$ cat config.mk
export PLATFORM = sky130hd
export DESIGN_NAME = tcd_decoder
export DESIGN_NICKNAME = d
export VERILOG_FILES = /design/src/rtl/tcd_pkg.sv /design/src/rtl/tcd_field_split.sv /design/src/rtl/tcd_class_decode.sv /design/src/rtl/tcd_pred_gate.sv /design/src/rtl/tcd_decoder.sv
export SDC_FILE = /design/constraint.sdc
export NUM_CORES = 1
export LEC_CHECK = 0
export ABC_AREA = 1
export BUFFER_PORTS_ARGS = -buffer_cell sky130_fd_sc_hd__buf_2
export CAP_MARGIN = 20
export CORE_AREA = 4 4 53 55
export DETAILED_ROUTE_END_ITERATION = 10
export DIE_AREA = 0 0 57 59
export GPL_TIMING_DRIVEN = 0
export PLACE_DENSITY = 0.8
export SLEW_MARGIN = 0
export SYNTH_ARGS = -nofsm -noshare
export SYNTH_HDL_FRONTEND = slang
export SYNTH_SLANG_ARGS = --single-unit
export TNS_END_PERCENT = 30
$ cat constraint.sdc
create_clock -name clk -period 0.8 [get_ports clk]
set_input_delay 0 -clock clk [delete_from_list [all_inputs] [get_ports clk]]
set_output_delay 0 -clock clk [all_outputs]
set_load 0.03 [all_outputs]
$ cat src/rtl/tcd_pkg.sv
package tcd_pkg;

  localparam int WORD_W   = 16;
  localparam int RIDX_W   = 4;
  localparam int IMM_W    = 8;
  localparam int AOP_W    = 6;
  localparam int CLS_W    = 3;
  localparam int EN_W     = 6;

  // field positions inside the instruction word
  localparam int PRED_BIT = WORD_W - 1;
  localparam int ALU_BIT  = WORD_W - 2;
  localparam int AOP_LSB  = 2 * RIDX_W;
  localparam int IMM_LSB  = RIDX_W;
  localparam int HI_RIDX  = RIDX_W;

  // largest defined ALU code in each half of the table
  localparam int ALU_PLAIN_MAX = 8;
  localparam int ALU_CMP_MAX   = 5;

  typedef enum logic [CLS_W-1:0] {
    CLS_NONE   = 3'd0,
    CLS_ALU    = 3'd1,
    CLS_IMM_LO = 3'd2,
    CLS_IMM_HI = 3'd3,
    CLS_LOAD   = 3'd4,
    CLS_STORE  = 3'd5,
    CLS_JUMP   = 3'd6,
    CLS_CLRF   = 3'd7
  } insn_class_e;

  typedef struct packed {
    logic [AOP_W-1:0]  aop;
    logic [RIDX_W-1:0] src;
    logic [RIDX_W-1:0] dst;
    logic [RIDX_W-1:0] ptr;
    logic [RIDX_W-1:0] jmp;
    logic [IMM_W-1:0]  imm;
  } fields_t;

  typedef struct packed {
    logic reg_wr;
    logic ram_rd;
    logic ram_wr;
    logic ip_ld;
    logic flag_wr;
    logic flag_clr;
  } enables_t;

endpackage

$ cat src/rtl/tcd_field_split.sv
module tcd_field_split
  import tcd_pkg::*;
(
  input  logic [ALU_BIT-1:0] body_i,
  output fields_t            fields_o
);

  always_comb begin
    fields_o.aop = body_i[AOP_LSB +: AOP_W];
    fields_o.imm = body_i[IMM_LSB +: IMM_W];
    fields_o.src = body_i[HI_RIDX +: RIDX_W];
    fields_o.ptr = body_i[HI_RIDX +: RIDX_W];
    fields_o.dst = body_i[0 +: RIDX_W];
    fields_o.jmp = body_i[0 +: RIDX_W];
  end

endmodule

$ cat src/rtl/tcd_class_decode.sv
module tcd_class_decode
  import tcd_pkg::*;
(
  input  logic [PRED_BIT-1:0] op_i,
  output insn_class_e         class_o,
  output enables_t            raw_en_o
);

  logic [AOP_W-1:0] aop;
  logic             alu_defined;

  assign aop = op_i[AOP_LSB +: AOP_W];

  always_comb begin
    if (aop[AOP_W-1])
      alu_defined = (int'(aop[AOP_W-2:0]) <= ALU_CMP_MAX);
    else
      alu_defined = (int'(aop[AOP_W-2:0]) <= ALU_PLAIN_MAX);
  end

  always_comb begin
    class_o  = CLS_NONE;
    raw_en_o = '0;
    if (op_i[ALU_BIT]) begin
      if (alu_defined) begin
        class_o = CLS_ALU;
        if (aop[AOP_W-1]) raw_en_o.flag_wr = 1'b1;
        else              raw_en_o.reg_wr  = 1'b1;
      end
    end else begin
      unique case (op_i[ALU_BIT-1 -: 2])
        2'b00: begin
          class_o = CLS_IMM_LO;
          raw_en_o.reg_wr = 1'b1;
        end
        2'b01: begin
          class_o = CLS_IMM_HI;
          raw_en_o.reg_wr = 1'b1;
        end
        2'b10: begin
          if (!op_i[ALU_BIT-3]) begin
            unique case (op_i[AOP_LSB +: 3])
              3'b000: begin
                class_o = CLS_LOAD;
                raw_en_o.ram_rd = 1'b1;
                raw_en_o.reg_wr = 1'b1;
              end
              3'b001: begin
                class_o = CLS_STORE;
                raw_en_o.ram_wr = 1'b1;
              end
              3'b010: begin
                class_o = CLS_JUMP;
                raw_en_o.ip_ld = 1'b1;
              end
              3'b110: begin
                class_o = CLS_CLRF;
                raw_en_o.flag_wr  = 1'b1;
                raw_en_o.flag_clr = 1'b1;
              end
              default: ;
            endcase
          end
        end
        default: ;
      endcase
    end
  end

endmodule

$ cat src/rtl/tcd_pred_gate.sv
module tcd_pred_gate
  import tcd_pkg::*;
(
  input  logic     pred_i,
  input  logic     flag_i,
  input  enables_t raw_en_i,
  output enables_t en_o
);

  logic            pass;
  logic [EN_W-1:0] raw_vec;
  logic [EN_W-1:0] gated_vec;

  assign pass    = !pred_i || flag_i;
  assign raw_vec = raw_en_i;

  for (genvar i = 0; i < EN_W; i++) begin : g_gate
    assign gated_vec[i] = raw_vec[i] & pass;
  end

  assign en_o = enables_t'(gated_vec);

endmodule

$ cat src/rtl/tcd_decoder.sv
module tcd_decoder
  import tcd_pkg::*;
#(
  parameter bit REG_OUT = 1'b1
) (
  input  logic              clk,
  input  logic              rst,
  input  logic [WORD_W-1:0] insn_i,
  input  logic              cond_flag_i,
  output logic [CLS_W-1:0]  class_o,
  output logic [AOP_W-1:0]  alu_op_o,
  output logic [RIDX_W-1:0] src_reg_o,
  output logic [RIDX_W-1:0] dst_reg_o,
  output logic [RIDX_W-1:0] ptr_reg_o,
  output logic [RIDX_W-1:0] jmp_reg_o,
  output logic [IMM_W-1:0]  imm_o,
  output logic              reg_wr_o,
  output logic              ram_rd_o,
  output logic              ram_wr_o,
  output logic              ip_ld_o,
  output logic              flag_wr_o,
  output logic              flag_clr_o
);

  fields_t     fields_c, fields_q;
  insn_class_e class_c,  class_q;
  enables_t    raw_en_c;
  enables_t    en_c,     en_q;

  tcd_field_split u_fields (
    .body_i   (insn_i[ALU_BIT-1:0]),
    .fields_o (fields_c)
  );

  tcd_class_decode u_class (
    .op_i     (insn_i[PRED_BIT-1:0]),
    .class_o  (class_c),
    .raw_en_o (raw_en_c)
  );

  tcd_pred_gate u_gate (
    .pred_i   (insn_i[PRED_BIT]),
    .flag_i   (cond_flag_i),
    .raw_en_i (raw_en_c),
    .en_o     (en_c)
  );

  if (REG_OUT) begin : g_reg
    always_ff @(posedge clk) begin
      if (rst) begin
        fields_q <= '0;
        class_q  <= CLS_NONE;
        en_q     <= '0;
      end else begin
        fields_q <= fields_c;
        class_q  <= class_c;
        en_q     <= en_c;
      end
    end

    assert_pred_block_R1: assert property (@(posedge clk) disable iff (rst)
      (insn_i[PRED_BIT] && !cond_flag_i) |=>
        !(reg_wr_o || ram_rd_o || ram_wr_o || ip_ld_o || flag_wr_o || flag_clr_o));
  end else begin : g_comb
    assign fields_q = fields_c;
    assign class_q  = class_c;
    assign en_q     = en_c;

    assert_pred_block_R1: assert property (@(posedge clk) disable iff (rst)
      (insn_i[PRED_BIT] && !cond_flag_i) |->
        !(reg_wr_o || ram_rd_o || ram_wr_o || ip_ld_o || flag_wr_o || flag_clr_o));
  end

  assign class_o    = class_q;
  assign alu_op_o   = fields_q.aop;
  assign src_reg_o  = fields_q.src;
  assign dst_reg_o  = fields_q.dst;
  assign ptr_reg_o  = fields_q.ptr;
  assign jmp_reg_o  = fields_q.jmp;
  assign imm_o      = fields_q.imm;
  assign reg_wr_o   = en_q.reg_wr;
  assign ram_rd_o   = en_q.ram_rd;
  assign ram_wr_o   = en_q.ram_wr;
  assign ip_ld_o    = en_q.ip_ld;
  assign flag_wr_o  = en_q.flag_wr;
  assign flag_clr_o = en_q.flag_clr;

  assert_reg_flag_excl_R2: assert property (@(posedge clk) disable iff (rst)
    !(reg_wr_o && flag_wr_o));

  assert_ram_excl_R5: assert property (@(posedge clk) disable iff (rst)
    !(ram_rd_o && ram_wr_o));

  assert_jump_class_R6: assert property (@(posedge clk) disable iff (rst)
    ip_ld_o |-> (class_o == CLS_JUMP));

  assert_clr_needs_wr_R7: assert property (@(posedge clk) disable iff (rst)
    flag_clr_o |-> (flag_wr_o && class_o == CLS_CLRF));

  assert_none_quiet_R8: assert property (@(posedge clk) disable iff (rst)
    (class_o == CLS_NONE) |->
      !(reg_wr_o || ram_rd_o || ram_wr_o || ip_ld_o || flag_wr_o));

endmodule

==> impl_metrics.ini, run 1 <==
[run_status]
status = finished with violations
violations = hold timing, setup timing

[synthesis]
synth_cell_types = 17
ys.flop_type = dfxtp_1
syn_area_per_cell_um2 = 7.89
ys_ff_latch = 23
synth_top_area_share_pct = 51.2
synth_nets = 133
yosysTopAreaCell = dfxtp_1
ys_seq_area_share_pct = 51.2
synth_edf_count = 0
synthTopCellsByArea = dfxtp_1 51%, buf_4 13%, nor2_1 10%
netlist_instances = 114
yosys-top-cells-count = 24 x nor2_1, 23 x dfxtp_1, 16 x buf_4, 16 x nand2_1, 15 x inv_1
synth_area_um2 = 900
yosysMostFrequentCell = nor2_1
async_flop_share_pct = 0
yosys_warnings = 0

[worst_setup_path]
worst_path_largest_cell_delay_ns = 0.38
critical_path_buf_inv_count = 2
cpMaxStageDelayCell = dfxtp_4
crit_type = reg -> out
startpoint_type = register
worstPathCellList = buf_6 > buf_6
crit_family = flip-flops
critPathMostFrequentCell = buf_6
crit_arrival_ns = 0.93
worstPathMaxFanout = 3
end_kind = primary output
cp.required_ns = 0.80

[clocking]
cts_tree = done
htreeDepth = 1
cts_hold_buffers = 17
clkSinkCount = 23
clockRootBuffer = clkbuf_4
clockBufferDepth = 2
cts_buffers = 3
clk_pin_slew_ns = 0.13
post_cts_buffers = 0

[power_and_ir_drop]
power.leakage_nw = 0.908
peakVddDrop_mv = 1.01
power_mw = 2.51
p_per_area_nw_per_um2 = 1440

[floorplanning]
ios = 58
initial_core_util_pct = 37.7
fp.dieH_um = 59
die_x_um = 57
die_area_um2 = 3360
core_area_um2 = 2390
row_count = 18

[route]
drtIter0Drc = 18
drt.antenna.violating_nets = 0
wl_per_cell_um = 13.7
via_per_inst = 4.45
vias = 984
dr.pass1.iters = 4
drt_wl_total_mm = 3.03
drcViolationCount = 0

[timing]
setup_violations = 25
rsz0062_at_grt = true
finalMaxSlewViolations = 0
slew-limit-headroom_pct = 74.6
timing.fmax_ghz = 1.08
worstMarginPinSlew_ns = 0.382
final_hold_viol_count = 1
timing.final.ws_setup_ns = -0.127
fin_crit_sh_pct = 116
min_period_ns = 0.927
whs_ns = -0.0317

[global_route]
antenna_found_initial = 0
grt_max_degree = 14
grt_util_all_layers_pct = 17.7
grt_pass1_wl_mm = 4.58
overflow = 0
grt_pass1_vias = 1023

[layout]
drive_above_1_share_pct = 56.5
design_area_um2 = 1740
area_growth_pct = 93.3
antenna_cells = 0
fin_nets = 211

[place]
io_buffers = 56
dp_hpwl_mm = 1.64
placed_area_um2 = 1220
place_congestion = 0.888

[job]
cap_violations = 0

[hold_path]
hold_class = in -> reg
[power breakdown]
group	switching [mW]	internal [mW]	leakage, nW
Clock	0.346	0.187	0.0177
Sequential	0.0412	1.20	0.198
Combinational	0.378	0.359	0.692
Total	0.765	1.75	0.908
[layer usage]
layer	up-vias	wire [um]	global-route usage [%]
met2	54	1560	33.8
met5	-	0	0
met1	447	1200	19.8
li1	479	-	-
met4	0	29	4.97
met3	4	237	3.92
[timing repair]
item,4_1_cts,5_1_grt
setup endpoints to repair,39,42
pin swaps,0,1
resized for setup,90,24
hold endpoints to repair,19,1
[per-stage QoR]
| step | TNS (ns) | setup WS, ns | util (%) | hold WS (ns) | instances |
|---|---|---|---|---|---|
| after floorplan | 0 | 0.0807 | - | 0.0785 | 114 |
| after global placement | 0 | 0.0162 | 51.0 | 0.199 | 200 |
| after detailed placement | 0 | 0.000539 | 51.0 | 0.206 | 200 |
| after CTS | -1.88 | -0.108 | 70.2 | -0.0296 | 221 |
| after global routing | -3.11 | -0.166 | 72.9 | -0.0301 | 221 |
| final | -1.98 | -0.127 | 72.9 | -0.0317 | 221 |
[cell families (layout without fill, tap and decap cells)]
| kind of cell | Yosys count | after routing | share of synthesized area, % |
|---|---|---|---|
| flip-flops | 23 | 23 | 51.2 |
| AO/OA/AOI/OAI | 4 | 4 | 2.92 |
| buffers and inverters | 36 | 113 | 21.8 |
| AND/OR/NAND/NOR | 51 | 51 | 24.1 |
[cells in the final DEF, fill, tap and decap left out, drive strengths merged]
cell           n
nor3           1
nand3          5
clkinv         1
nand2         18
dlymetal6s4s   2
nor2          26
buf           73
clkbuf         4
inv           18
a21oi          3
dfxtp         23
a211oi         1
and3           1
dlygate4sd3   15
[worst paths after layout]
path | from | end | cells after the start
setup / recovery | ptr_reg_o[0]$_SDFF_PP0_ | src_reg_o[0] | 2
hold / removal | insn_i[15] | reg_wr_o$_SDFF_PP0_ | 4
[registers in the layout, summed over array words and instances, names as in the netlist]
name and cells:
jmp_reg_o 4, imm_o 1, ram_wr_o 1, alu_op_o 6, reg_wr_o 1, flag_clr_o 1
class_o 3, flag_wr_o 1, ram_rd_o 1, ip_ld_o 1, ptr_reg_o 3
[worst min-delay path, stage by stage]
cell	delay (ns)
buf_2	0.09
a21oi_2	0.06
nand2_1	0.08
nor2_2	0.03
[layout make-up]
cell class	count	area, um2
flip-flops and latches	23	490
well taps	30	37.5
multi-input cells	55	248
inverters	18	67.6
plain buffers	18	189
clock buffers	3	22.5
repair buffers	73	679
clock inverters	1	5.00
fillers	157	648
No activity file was read; power rests on OpenSTA's default activity.
==> run 2, diff against run 1 <==
- ABC_AREA: 1 -> not set
- CORE_AREA: 4 4 53 55 -> 4 4 51 53
- DIE_AREA: 0 0 57 59 -> 0 0 55 57
- PLACE_DENSITY: 0.8 -> 0.84
- SLEW_MARGIN: 0 -> not set
- clock period: 0.8 -> 1.1 ns (I/O delays scaled with it)
==> run 2 against run 1 <==
  * Cell count decreased by 14%
  * The run ends with hold timing left
  * Global-route usage decreased by 4.0 points
  * Combinational power decreased by 45%
  * Sequential power decreased by 29%
  * Clock power decreased by 31%
==> impl_metrics.ini, run 2 <==
[synthesis]
yosysTopAreaCell = dfxtp_1
synth_edf_count = 0
ys.flop_type = dfxtp_1
yosys-top-cells-count = 23 x dfxtp_1, 16 x buf_4, 14 x nor2b_1
synth_cell_types = 25
synth_top_area_share_pct = 52.6
netlist_instances = 86
async_flop_share_pct = 0
yosys_warnings = 0
synth_compound_area_share_pct = 8.00
synthTopCellsByArea = dfxtp_1 53%, buf_4 14%, nor2b_1 10%
syn_area_per_cell_um2 = 10.2
synth_top_family_by_area = simple AND/OR/NAND/NOR gates
synth-xor-area-share_pct = 0
ys_seq_area_share_pct = 52.6
ys_ff_latch = 23
yosys.area_share.simple_pct = 22.4
synth_area_um2 = 876
synth_adder_area_share_pct = 0
synth_mux_area_share_pct = 1.14
synth_nets = 105
yosysMostFrequentCell = dfxtp_1

[power_and_ir_drop]
switchingPower_uw = 477
power.share.switching_pct = 28.9
cellInternalPower_mw = 1.17
power.leakage_nw = 0.709
seq_power_share_pct = 53.5
power_mw = 1.65
combPwrFrac_pct = 24.4
p_per_area_nw_per_um2 = 1210
peakVddDrop_mv = 0.519
clock_power_share_pct = 22.1

[worst_setup_path]
startpoint_type = input pin
crit_type = in -> reg
worstPathMaxFanout = 6
end_kind = register
crit_arrival_ns = 1.23
cp.required_ns = 1.29

[timing]
fin_crit_sh_pct = 94.8
min_period_ns = 1.04
final_hold_viol_count = 2
timing.fmax_ghz = 0.959
rsz0062_at_grt = false
whs_ns = -0.00661
setup_violations = 0
finalMaxSlewViolations = 0
slew-limit-headroom_pct = 72.3
fin_setup_tns_ns = 0
worstMarginPinSlew_ns = 0.415

[global_route]
grt_max_degree = 14
met1_usage_pct = 14.0
grt_pass1_wl_mm = 3.24
antenna_found_initial = 0
grt_use_met3_pct = 1.04
overflow = 0
met2_usage_pct = 26.5
grt_pass1_vias = 808
busiest_layer = met2
grt_util_all_layers_pct = 13.7

[route]
wl_per_cell_um = 11.6
drt.antenna.violating_nets = 0
drt_wl_total_mm = 2.19
dr.pass1.iters = 4
vias = 825
drcViolationCount = 0
drtIter0Drc = 8
via_per_inst = 4.37

[floorplanning]
core_area_um2 = 2150
fp.dieH_um = 57
initial_core_util_pct = 40.8
row_count = 17
die_x_um = 55
die_area_um2 = 3140
ios = 58

[layout]
drive_above_1_share_pct = 49.1
final_common_cell = buf_2
nFillCells = 178
largest_reg_flops = 6
fin_nets = 181
final_cell_mix = 56 x buf_2, 23 x dfxtp_1, 16 x buf_4
area_growth_pct = 56.3
antenna_cells = 0
design_area_um2 = 1370

[place]
place_congestion = 0.748
dp_hpwl_mm = 1.57
placed_area_um2 = 1190
io_buffers = 56

[clocking]
clockBufferDepth = 2
cts_hold_buffers = 15
post_cts_buffers = 0
clkSinkCount = 23
clockRootBuffer = clkbuf_4
clk_pin_slew_ns = 0.12
htreeDepth = 1
cts_buffers = 3
cts_tree = done
cts.repair.resized = 0

[run_status]
violations = hold timing
status = finished with violations

[job]
cap_violations = 0

[hold_path]
hold_class = in -> reg
-- run 2: stage by stage --
step                worst slack, ns  hold WS, ns  cells  utilization, %
floorplan                    0.0367       0.0783     86               -
global placement             -0.176        0.210    170            55.4
detailed placement           -0.244        0.219    170            55.4
CTS                          0.0842      -0.0144    189            63.7
global route                 0.0468      -0.0120    189            63.7
finish                       0.0569     -0.00661    189            63.7
-- run 2: power groups by stage --
stage / Clock [mW] / Sequential, mW / Combinational, mW
after floorplan: 0 / 0.972 / 0.172
after global placement: 0 / 0.899 / 0.355
after detailed placement: 0 / 0.901 / 0.359
after CTS: 0.391 / 0.882 / 0.401
after global routing: 0.412 / 0.887 / 0.431
final: 0.365 / 0.883 / 0.402
-- run 2: cell type report --
cell class	instances	area [um2]	share of cell area [%]
Multi-Input combinational cell	42	277	20.2
Buffer	19	131	9.60
Tap cell	28	35.0	2.56
Clock inverter	1	5.00	0.366
Clock buffer	3	22.5	1.65
Inverter	2	7.51	0.548
Timing Repair Buffer	71	430	31.4
Sequential cell	23	460	33.6
-- run 2: worst paths after layout --
check	end	slack (ns)	cells past startpoint	startpoint
worst max-delay path	class_o[0]$_SDFF_PP0_	0.06	4	insn_i[8]
worst min-delay path	ram_rd_o$_SDFF_PP0_	-0.007	3	rst
-- run 2: worst max-delay path: stages --
cell and delay, ns:
buf_2 0.13, or3_1 0.42, a211o_2 0.36, a221oi_1 0.33
-- run 2: cells by family (layout without fill, tap and decap cells) --
| family | after synthesis | count (layout) |
|---|---|---|
| AOI/OAI and AO/OA | 9 | 9 |
| buffers and inverters | 21 | 96 |
| DFF | 23 | 23 |
| muxes | 1 | 1 |
| and+or+nand+nor | 32 | 32 |
-- run 2: metal layers --
metal,wire length [um],up-vias
li1,-,419
met1,810,368
met2,1150,38
met3,228,0
met4,0,0
met5,0,-
